[src/rtl/dr_pkg.sv]
package dr_pkg;
  // One complementary pair: t carries a 1, f carries a 0.
  typedef struct packed {
    logic t;
    logic f;
  } dr_tok_t;

  localparam dr_tok_t DR_IDLE = '{t: 1'b0, f: 1'b0};
endpackage

[src/rtl/dr_cell.sv]
module dr_cell
  import dr_pkg::*;
(
  input  logic    clk,
  input  logic    rst,
  input  dr_tok_t in_tok,
  output dr_tok_t out0,
  output dr_tok_t out1
);
  logic sel_q;
  logic live;

  // Only a clean one-hot pair counts as a token.
  assign live = in_tok.t ^ in_tok.f;

  always_ff @(posedge clk) begin
    if (rst) begin
      sel_q <= 1'b0;
      out0  <= DR_IDLE;
      out1  <= DR_IDLE;
    end else begin
      out0 <= (live && !sel_q) ? in_tok : DR_IDLE;
      out1 <= (live &&  sel_q) ? in_tok : DR_IDLE;
      if (live) sel_q <= ~sel_q;
    end
  end
endmodule

[src/rtl/dr_collect.sv]
module dr_collect
  import dr_pkg::*;
#(
  parameter int W = 8
) (
  input  logic         clk,
  input  logic         rst,
  input  dr_tok_t      leaf [W],
  output logic [W-1:0] word_o,
  output logic         word_valid_o
);
  logic [W-1:0] full_q, val_q;
  logic [W-1:0] hit, val_nx, full_nx;
  logic         done;

  always_comb begin
    for (int i = 0; i < W; i++) begin
      hit[i]    = leaf[i].t ^ leaf[i].f;
      val_nx[i] = hit[i] ? leaf[i].t : val_q[i];
    end
    full_nx = full_q | hit;
    done    = &full_nx;
  end

  always_ff @(posedge clk) begin
    if (rst) begin
      full_q       <= '0;
      val_q        <= '0;
      word_o       <= '0;
      word_valid_o <= 1'b0;
    end else begin
      val_q        <= val_nx;
      word_valid_o <= done;
      if (done) begin
        word_o <= val_nx;
        full_q <= '0;
      end else begin
        full_q <= full_nx;
      end
    end
  end
endmodule

[src/rtl/dr_demux_tree.sv]
module dr_demux_tree
  import dr_pkg::*;
#(
  parameter int DEPTH = 3
) (
  input  logic                  clk,
  input  logic                  rst,
  input  logic                  rail_one,
  input  logic                  rail_zero,
  output logic [(1<<DEPTH)-1:0] word_o,
  output logic                  word_valid_o,
  output logic                  proto_err_o
);
  localparam int W     = 1 << DEPTH;
  localparam int NODES = 2 * W - 1;

  // Heap-ordered nodes: level l, position j sits at (2^l - 1) + j.
  dr_tok_t node [NODES];
  dr_tok_t leaf [W];

  assign node[0] = '{t: rail_one, f: rail_zero};

  // The child index j + s*2^l puts the root choice in the LSB of the leaf
  // position, so arrival order k maps to word bit k.
  for (genvar l = 0; l < DEPTH; l++) begin : g_lvl
    for (genvar j = 0; j < (1 << l); j++) begin : g_cell
      dr_cell u_cell (
        .clk    (clk),
        .rst    (rst),
        .in_tok (node[(1 << l) - 1 + j]),
        .out0   (node[(1 << (l + 1)) - 1 + j]),
        .out1   (node[(1 << (l + 1)) - 1 + j + (1 << l)])
      );
    end
  end

  for (genvar p = 0; p < W; p++) begin : g_leaf
    assign leaf[p] = node[W - 1 + p];
  end

  dr_collect #(.W(W)) u_collect (
    .clk          (clk),
    .rst          (rst),
    .leaf         (leaf),
    .word_o       (word_o),
    .word_valid_o (word_valid_o)
  );

  always_ff @(posedge clk) begin
    if (rst) proto_err_o <= 1'b0;
    else if (rail_one && rail_zero) proto_err_o <= 1'b1;
  end
endmodule

[config.mk]
export PLATFORM = sky130hd
export DESIGN_NAME = dr_demux_tree
export DESIGN_NICKNAME = d
export VERILOG_FILES = /design/src/rtl/dr_pkg.sv /design/src/rtl/dr_cell.sv /design/src/rtl/dr_collect.sv /design/src/rtl/dr_demux_tree.sv
export SDC_FILE = /design/constraint.sdc
export NUM_CORES = 1
export LEC_CHECK = 0
export CAP_MARGIN = 20
export CORE_UTILIZATION = 40
export DETAILED_ROUTE_END_ITERATION = 10
export DONT_BUFFER_PORTS = 1
export PLACE_DENSITY = 0.66
export SLEW_MARGIN = 20
export SYNTH_ARGS = -nofsm -noshare
export SYNTH_HDL_FRONTEND = slang
export SYNTH_SLANG_ARGS = --single-unit
[constraint.sdc]
create_clock -name clk -period 2.55 [get_ports clk]
set_clock_uncertainty 0.2 [all_clocks]
set_input_delay 0.3825 -clock clk [delete_from_list [all_inputs] [get_ports clk]]
set_output_delay 0.3825 -clock clk [all_outputs]
set_load 0.01 [all_outputs]
==> flow_summary.ini, run 1 <==
[detailed_routing]
drcViolationCount = 0
drt-wirelength-per-cell_um = 11.42
route.vias.total = 1352
ant_nets = 0
drt-pass1-iter-count = 3
routed_via_density = 4.678
detail_route.iter0.violations = 48
routed_wl_mm = 3.299

[timing]
rsz0062_at_grt = false
setup_viol_count_final = 0
timing.final.crit_period_ps = 2012
final.setup.tns_ps = 0
final_critical_path_setup_slack_ps = 537.7
hold_viol = 0
max_clock_freq_ghz = 0.4970
slew_viol_final = 0
slew-limit-headroom_pct = 78.89
worstMarginPinSlew_ps = 314.3
period_share_pct = 78.91

[global_routing]
antenna_found_initial = 0
grt_pass1_wl_mm = 5.306
first_global_vias = 1239
grt_start_max_net_pins = 44
overflow = 0
grt_usage_pct = 13.54

[die]
initial_utilization_pct = 41.70
floorplan.rows = 26
design.die.area_um2 = 5620
die_w_um = 74.97
io-pin-count = 14
core-area_um2 = 5107
fp.dieH_um = 74.97

[synthesis]
postSynthNetCount = 211
synth.lib_cells_used.distinct = 22
synth-seq-cells = 61
syn_inst = 206
synth_top_area_share_pct = 57.34
ys.warnings.count = 0
post_synth.cell_area_avg_um2 = 10.34
netlist_top_cells_area = sky130_fd_sc_hd__dfxtp_1 57%, sky130_fd_sc_hd__nor2_1 4.6%, sky130_fd_sc_hd__xor2_1 4.5%, sky130_fd_sc_hd__nand2b_1 3.8%, sky130_fd_sc_hd__mux2_2 3.7%
synthesis.area_um2 = 2130
synth_sequential_area_ratio_pct = 57.34
yosys_most_used_dff = sky130_fd_sc_hd__dfxtp_1
synthArstFlopShare_pct = 0
synth_enable_flop_cells = 0
netlist.top_cell.by_area = sky130_fd_sc_hd__dfxtp_1

[place]
port_buffers = 0
placed_cells_incl_taps = 271
routabilityCongestion = 0.6853
final_hpwl_from_detailed_placement_mm = 2.026
pre_cts_slack_ps = 506.2

[cells_and_area]
layout_common_cells = 61 x sky130_fd_sc_hd__dfxtp_1, 26 x sky130_fd_sc_hd__nor2_1, 14 x sky130_fd_sc_hd__nor3_1
diode_count = 0
nNetsFinal = 220
layout.cells.non_filler = 289
layout_commonest_cell = sky130_fd_sc_hd__dfxtp_1
post-route-util_pct = 47.35
layout-drive-gt1-share_pct = 11.87
area_growth_syn_to_layout_pct = 13.57

[setup_path]
critPathLaunchType = flop
path_cells = xor2_1 > o22ai_1 > nor4_4 > buf_4 > mux2_2
max_stage_delay_ps = 370
cp_num_cells = 5
end_of_the_worst_register_to_register_path = u_collect.word_o[1]
crit-reg2reg-launch = g_lvl[2].g_cell[3].u_cell.out0[1]
end_kind = flop
worst-path-buf-inv = 1
cp_data_required_time_ps = 2580
highest_fanout_seen_on_the_critical_path = 8
r2r_cells = 5
critical-path-top-delay-family = flip-flops
cp_slowest_cell = sky130_fd_sc_hd__dfxtp_1
critical_path_arrival_ps = 2040
reg2reg_slack_ps = 540
path_class = reg -> reg

[pwr]
leakagePower_uw = 0.0009240
max-vdd-ir-drop_mv = 0.3861
power-per-cell-area_nw_per_um2 = 752.9

[cts]
tritoncts.num_buffers = 9
post_cts.resized_instances = 0
clock_tree.htree_level_count = 3
clock_path_buffers = 2
worst_setup_hold_path_clk_slew_ps = 70
cell_at_the_root_of_the_clock_tree = sky130_fd_sc_hd__clkbuf_8
clkSinkCount = 61
clkLatencyLatePin_ps = 330
tritoncts = yes

[hold_path]
hold-path-endpoint = g_lvl[2].g_cell[3].u_cell.out1[0]
min-delay-path-class = in -> reg
worstHoldStart = rst
holdPathStages = 2

[status]
run_status = completed

[run]
drv_cap = 0
==> timing repair <==
item / in CTS / in global routing
hold endpoints to repair: 45 / 2
endpoints found under the setup margin: 0 / 0
buffers inserted: 0 / 0
hold buffers: 2 / 1
==> synthesized netlist by cell type, types with 4 or more instances <==
cell type and number:
sky130_fd_sc_hd__nand2_1 12, sky130_fd_sc_hd__o21ai_0 4, sky130_fd_sc_hd__dfxtp_1 61, sky130_fd_sc_hd__mux2_2 7, sky130_fd_sc_hd__inv_1 4, sky130_fd_sc_hd__nor3_1 14, sky130_fd_sc_hd__nor2b_1 9, sky130_fd_sc_hd__nand2b_1 13
sky130_fd_sc_hd__xnor2_1 6, sky130_fd_sc_hd__nor4b_1 6, sky130_fd_sc_hd__xor2_1 11, sky130_fd_sc_hd__clkbuf_1 5, sky130_fd_sc_hd__o21bai_1 4, sky130_fd_sc_hd__a21oi_1 9, sky130_fd_sc_hd__nor2_1 26, sky130_fd_sc_hd__nor4bb_1 6
sky130_fd_sc_hd__o22ai_1 4
==> per-stage QoR <==
step                area [um^2]  power, uW  hold WS, ps
floorplan                  2130       1045        241.3
global placement           2198       1040        256.7
detailed placement         2198       1041        260.1
CTS                        2409       1843        3.364
global route               2419       1904        10.34
finish                     2419       1821        32.74
==> kinds of logic after synthesis <==
logic type | count (synthesis) | share of synthesized area [%]
flip-flops | 61 | 57.34
buffers and inverters | 11 | 2.291
AO/OA/AOI/OAI | 21 | 5.640
multiplexers | 8 | 4.407
AND/OR/NAND/NOR | 87 | 22.74
XOR/XNOR | 17 | 6.992
adder cells (fa/ha/maj) | 1 | 0.5875
==> worst max-delay path by stage <==
| stage | startpoint | to |
|---|---|---|
| after floorplan | g_lvl[2].g_cell[0].u_cell.out0[1] | u_collect.word_o[7] |
| after global placement | g_lvl[2].g_cell[2].u_cell.out0[1] | u_collect.word_o[4] |
| after detailed placement | g_lvl[2].g_cell[3].u_cell.out0[1] | u_collect.word_o[5] |
| after CTS | g_lvl[2].g_cell[3].u_cell.out0[1] | u_collect.word_o[1] |
| after global routing | g_lvl[2].g_cell[3].u_cell.out0[1] | u_collect.word_o[4] |
| final | g_lvl[2].g_cell[3].u_cell.out0[1] | u_collect.word_o[1] |
==> area by class of cell <==
type	count	area (um^2)
inverters	4	15.01
clock inverters	5	52.55
multi-input cells	134	859.6
flip-flops and latches	61	1221
repair buffers	5	55.05
fillers	484	2689
clock buffers	10	127.6
well taps	70	87.58
==> layer usage <==
metal  vias up  track usage, %  part of all wire, %
li1        710               -                    -
met1       620           14.19                   47
met2        18           21.22                   47
met3         4           8.835                  4.9
met4         0           6.289                 0.94
met5         -               0                    0
==> power breakdown <==
group | switching [uW] | internal, uW
logic | 25.2 | 26.9
clock network | 345 | 440
registers | 15.0 | 969
total | 385 | 1440
==> registers in the layout, summed over array words and instances, names as in the netlist <==
signal and cells:
g_lvl.g_cell.u_cell.sel_q 7, proto_err_o 1, u_collect.full_q 8, u_collect.word_o 8, u_collect.val_q 8, u_collect.word_valid_o 1
g_lvl.g_cell.u_cell.out0 14, g_lvl.g_cell.u_cell.out1 14
No activity file was read; power rests on OpenSTA's default activity.
==> run 2, diff against run 1 <==
PLACE_DENSITY = 0.68   (was 0.66)
clock period = 1.8 ns   (was 2.55 ns; I/O delays follow)
==> flow_summary.ini, run 2 (synthesis results as in run 1) <==
[status]
run_status = completed

[pwr]
max-vdd-ir-drop_mv = 0.5037
leakagePower_uw = 0.001085
power-per-cell-area_nw_per_um2 = 950.6

[cts]
tritoncts = yes
clkLatencyLatePin_ps = 340
tritoncts.num_buffers = 9
worst_setup_hold_path_clk_slew_ps = 60
clock_path_buffers = 2
cell_at_the_root_of_the_clock_tree = sky130_fd_sc_hd__clkbuf_8
clkSinkCount = 61
clock_tree.htree_level_count = 3

[detailed_routing]
drt-pass1-iter-count = 4
routed_via_density = 4.667
detail_route.iter0.violations = 50
ant_nets = 0
drcViolationCount = 0
route.vias.total = 1428
drt-wirelength-per-cell_um = 11.33
routed_wl_mm = 3.468

[global_routing]
grt_usage_pct = 14.71
grt_pass1_wl_mm = 5.789
antenna_found_initial = 0
grt_start_max_net_pins = 57
overflow = 0
first_global_vias = 1374

[die]
floorplan.rows = 26
design.die.area_um2 = 5620
die_w_um = 74.97
fp.dieH_um = 74.97
io-pin-count = 14
initial_utilization_pct = 41.70
core-area_um2 = 5107

[timing]
slew-limit-headroom_pct = 83.03
rsz0062_at_grt = true
period_share_pct = 99.81
hold_viol = 0
final_critical_path_setup_slack_ps = 3.371
slew_viol_final = 0
worstMarginPinSlew_ps = 251.0
max_clock_freq_ghz = 0.5566
setup_viol_count_final = 0
timing.final.crit_period_ps = 1797

[cells_and_area]
area_growth_syn_to_layout_pct = 25.44
diode_count = 0
layout_common_cells = 50 x sky130_fd_sc_hd__dfxtp_1, 26 x sky130_fd_sc_hd__nor2_1, 17 x sky130_fd_sc_hd__buf_4
layout-drive-gt1-share_pct = 27.54
layout_commonest_cell = sky130_fd_sc_hd__dfxtp_1
nNetsFinal = 236
layout_top_registers = g_lvl.g_cell.u_cell.out0: 14 flops, g_lvl.g_cell.u_cell.out1: 14 flops
layout.cells.non_filler = 306
number_of_inserted_filler_cells_in_the_final_layout = 473

[setup_path]
critPathLaunchType = flop
critical_path_arrival_ps = 1820
max_stage_delay_ps = 360
end_kind = flop
cp_slowest_cell = sky130_fd_sc_hd__dfxtp_2
path_class = reg -> reg
cp_data_required_time_ps = 1830
highest_fanout_seen_on_the_critical_path = 5
path_cells = xor2_2 > o22ai_2 > nor4_4 > buf_4 > mux2_2

[place]
port_buffers = 0
pre_cts_slack_ps = -22.50
placed_cells_incl_taps = 274
final_hpwl_from_detailed_placement_mm = 2.125
routabilityCongestion = 0.7051

[run]
drv_cap = 0

[hold_path]
min-delay-path-class = in -> reg
==> run 2: worst max-delay path: cells and delay by family, from the launching register on <==
kind            cells  cell delay [ps]
buf+inv             1              200
flops               1              360
xor+xnor            1              180
simple gates        1              300
compound gates      1              120
mux                 1              330
==> run 2: repair_timing <==
| item | CTS | global route |
|---|---|---|
| gates resized for setup | 10 | 8 |
| setup buffers | 12 | 0 |
| hold buffers | 4 | 0 |
| gates cloned | 0 | 0 |
| pin swaps | 4 | 1 |
| endpoints found under the setup margin | 7 | 8 |
| endpoints found under the hold margin | 61 | 0 |
==> run 2: worst paths after layout <==
kind / from / slack, ps / end / depth (start not counted)
max: g_lvl[2].g_cell[0].u_cell.out0[1] / 3 / u_collect.word_o[1] / 5
min: rst / 50 / g_lvl[2].g_cell[3].u_cell.sel_q / 2
max reg2reg: g_lvl[2].g_cell[0].u_cell.out0[1] / 3 / u_collect.word_o[1] / 5
min reg2reg: g_lvl[0].g_cell[0].u_cell.sel_q / 270 / g_lvl[0].g_cell[0].u_cell.out1[0] / 2
==> run 2: metrics by stage <==
| stage | utilization (%) | area (um^2) | setup TNS (ps) | total power (uW) | hold WS (ps) |
|---|---|---|---|---|---|
| detailed placement | 44.49 | 2272 | -88.04 | 1476 | 145.3 |
| floorplan | - | 2181 | -76.04 | 1481 | 221.4 |
| global route | 52.30 | 2671 | -417.6 | 2656 | 41.83 |
| CTS | 51.54 | 2633 | -1.366 | 2579 | 35.83 |
| finish | 52.30 | 2671 | 0 | 2539 | 51.89 |
| global placement | 44.49 | 2272 | 0 | 1474 | 144.8 |
==> run 2: routing by layer <==
metal | wire [um] | GRT usage [%]
met2 | 1701 | 23.42
met4 | 55 | 10.06
met3 | 161 | 6.827
met5 | 0 | 0
met1 | 1549 | 15.54
==> run 2: cell type report <==
| type | instances | area, um^2 | area share (%) |
|---|---|---|---|
| well taps | 70 | 87.58 | 3.279 |
| clock buffers | 12 | 155.1 | 5.808 |
| repair buffers | 21 | 177.7 | 6.651 |
| multi-input cells | 134 | 970.9 | 36.35 |
| inverters | 4 | 15.01 | 0.5621 |
| clock inverters | 4 | 22.52 | 0.8431 |
| flip-flops and latches | 61 | 1242 | 46.51 |
==> run 2: power by group <==
| part | total, uW | internal (uW) | switching, uW |
|---|---|---|---|
| combinational | 89.4 | 46.7 | 42.7 |
| sequential | 1390 | 1370 | 21.8 |
| clock | 1060 | 567 | 493 |
| total | 2540 | 1980 | 557 |
==> run 3, diff against run 2 <==
CORE_ASPECT_RATIO = 1.25   (was default)
==> flow_summary.ini, run 3 (synthesis results as in run 1) <==
[status]
run_status = completed

[global_routing]
overflow = 0
grt_usage_pct = 15.15
antenna_found_initial = 0
grt_start_max_net_pins = 57
grt_pass1_wl_mm = 6.023
first_global_vias = 1408

[setup_path]
critPathLaunchType = flop
cp_data_required_time_ps = 1820
critical_path_arrival_ps = 1790
highest_fanout_seen_on_the_critical_path = 4
path_class = reg -> reg
end_kind = flop

[detailed_routing]
detail_route.iter0.violations = 69
routed_via_density = 4.850
drcViolationCount = 0
drt-pass1-iter-count = 4
ant_nets = 0
route.vias.total = 1387
drt-wirelength-per-cell_um = 12.00
routed_wl_mm = 3.433

[pwr]
leakagePower_uw = 0.001022
finalPower_uw = 2570
max-vdd-ir-drop_mv = 0.6463
power-per-cell-area_nw_per_um2 = 977.1

[place]
routabilityCongestion = 0.6483
final_hpwl_from_detailed_placement_mm = 2.148
port_buffers = 0
postPlaceCellArea_um2 = 2255

[die]
design.die.area_um2 = 5621
initial_utilization_pct = 41.62
floorplan.rows = 29
io-pin-count = 14
die_w_um = 67.26
core-area_um2 = 5116
fp.dieH_um = 83.58

[cells_and_area]
area_growth_syn_to_layout_pct = 23.50
layout_commonest_cell = sky130_fd_sc_hd__dfxtp_1
layout_common_cells = 50 x sky130_fd_sc_hd__dfxtp_1, 26 x sky130_fd_sc_hd__nor2_1, 14 x sky130_fd_sc_hd__nor3_1
diode_count = 0
nNetsFinal = 225
layout-drive-gt1-share_pct = 24.11
layout_top_registers = g_lvl.g_cell.u_cell.out0: 14 flops, g_lvl.g_cell.u_cell.out1: 14 flops
final_design_area_no_fill_um2 = 2630

[timing]
setup_viol_count_final = 0
hold_viol = 0
slew_viol_final = 0
slew-limit-headroom_pct = 82.52
rsz0062_at_grt = true
hold_ws_ps = 46.75
worstMarginPinSlew_ps = 258.5
max_clock_freq_ghz = 0.5648
period_share_pct = 98.36
timing.final.crit_period_ps = 1770

[cts]
tritoncts.num_buffers = 9
tritoncts = yes
cell_at_the_root_of_the_clock_tree = sky130_fd_sc_hd__clkbuf_8
clock_path_buffers = 2
worst_setup_hold_path_clk_slew_ps = 60
clkLatencyLatePin_ps = 330
clkSinkCount = 61
clock_tree.htree_level_count = 3

[run]
drv_cap = 0

[hold_path]
min-delay-path-class = in -> reg
[run 3: critical path: stages (launching register included)]
cell and delay, ps:
sky130_fd_sc_hd__dfxtp_4 350, sky130_fd_sc_hd__xor2_2 170, sky130_fd_sc_hd__o22ai_2 130, sky130_fd_sc_hd__nor4_4 310
sky130_fd_sc_hd__buf_4 200, sky130_fd_sc_hd__mux2_4 290
[run 3: where the power goes]
part	leakage (uW)	total [uW]	internal, uW	switching (uW)
clock network	0.0000984	1100	617	484
registers	0.000500	1390	1370	22.1
logic	0.000424	81.3	40.5	40.7
[run 3: final cells by class]
class	count	area, um^2
repair buffers	10	98.84
flip-flops and latches	61	1247
clock buffers	9	123.9
multi-input cells	134	1012
fillers	461	2486
clock inverters	6	55.05
inverters	4	15.01
well taps	62	77.57
[run 3: worst paths after layout]
check	to	depth (start not counted)	slack [ps]	start
setup / recovery	u_collect.word_o[3]	5	30	g_lvl[2].g_cell[3].u_cell.out1[1]
hold / removal	g_lvl[2].g_cell[2].u_cell.sel_q	2	50	rst
setup reg to reg	u_collect.word_o[3]	5	30	g_lvl[2].g_cell[3].u_cell.out1[1]
hold reg to reg	g_lvl[0].g_cell[0].u_cell.out1[0]	2	280	g_lvl[0].g_cell[0].u_cell.sel_q
[run 3: what timing repair did]
| item | CTS | global route |
|---|---|---|
| hold buffers | 4 | 0 |
| pin swaps | 6 | 5 |
| buffers inserted | 1 | 1 |
| endpoints found under the setup margin | 5 | 9 |
| gates resized for setup | 11 | 16 |
| hold endpoints to repair | 61 | 0 |
[run 3: through the flow]
| step | TNS (ps) | setup WS, ps | cells | util [%] |
|---|---|---|---|---|
| 2_1_floorplan | -76.04 | -76.04 | 206 | - |
| 3_3_place_gp | 0 | 37.00 | 265 | 44.07 |
| 3_5_place_dp | 0 | 16.40 | 265 | 44.07 |
| 4_1_cts | 0 | 7.345 | 285 | 49.69 |
| 5_1_grt | -355.5 | -54.02 | 286 | 51.41 |
| 6_report | 0 | 29.60 | 286 | 51.41 |
[run 3: per-layer routing]
metal	vias to the layer above	routed length (um)	GRT usage, %
met3	9	139	6.967
li1	712	-	-
met5	-	0	0
met1	647	1533	16.39
met2	19	1670	23.36
met4	0	90	9.284
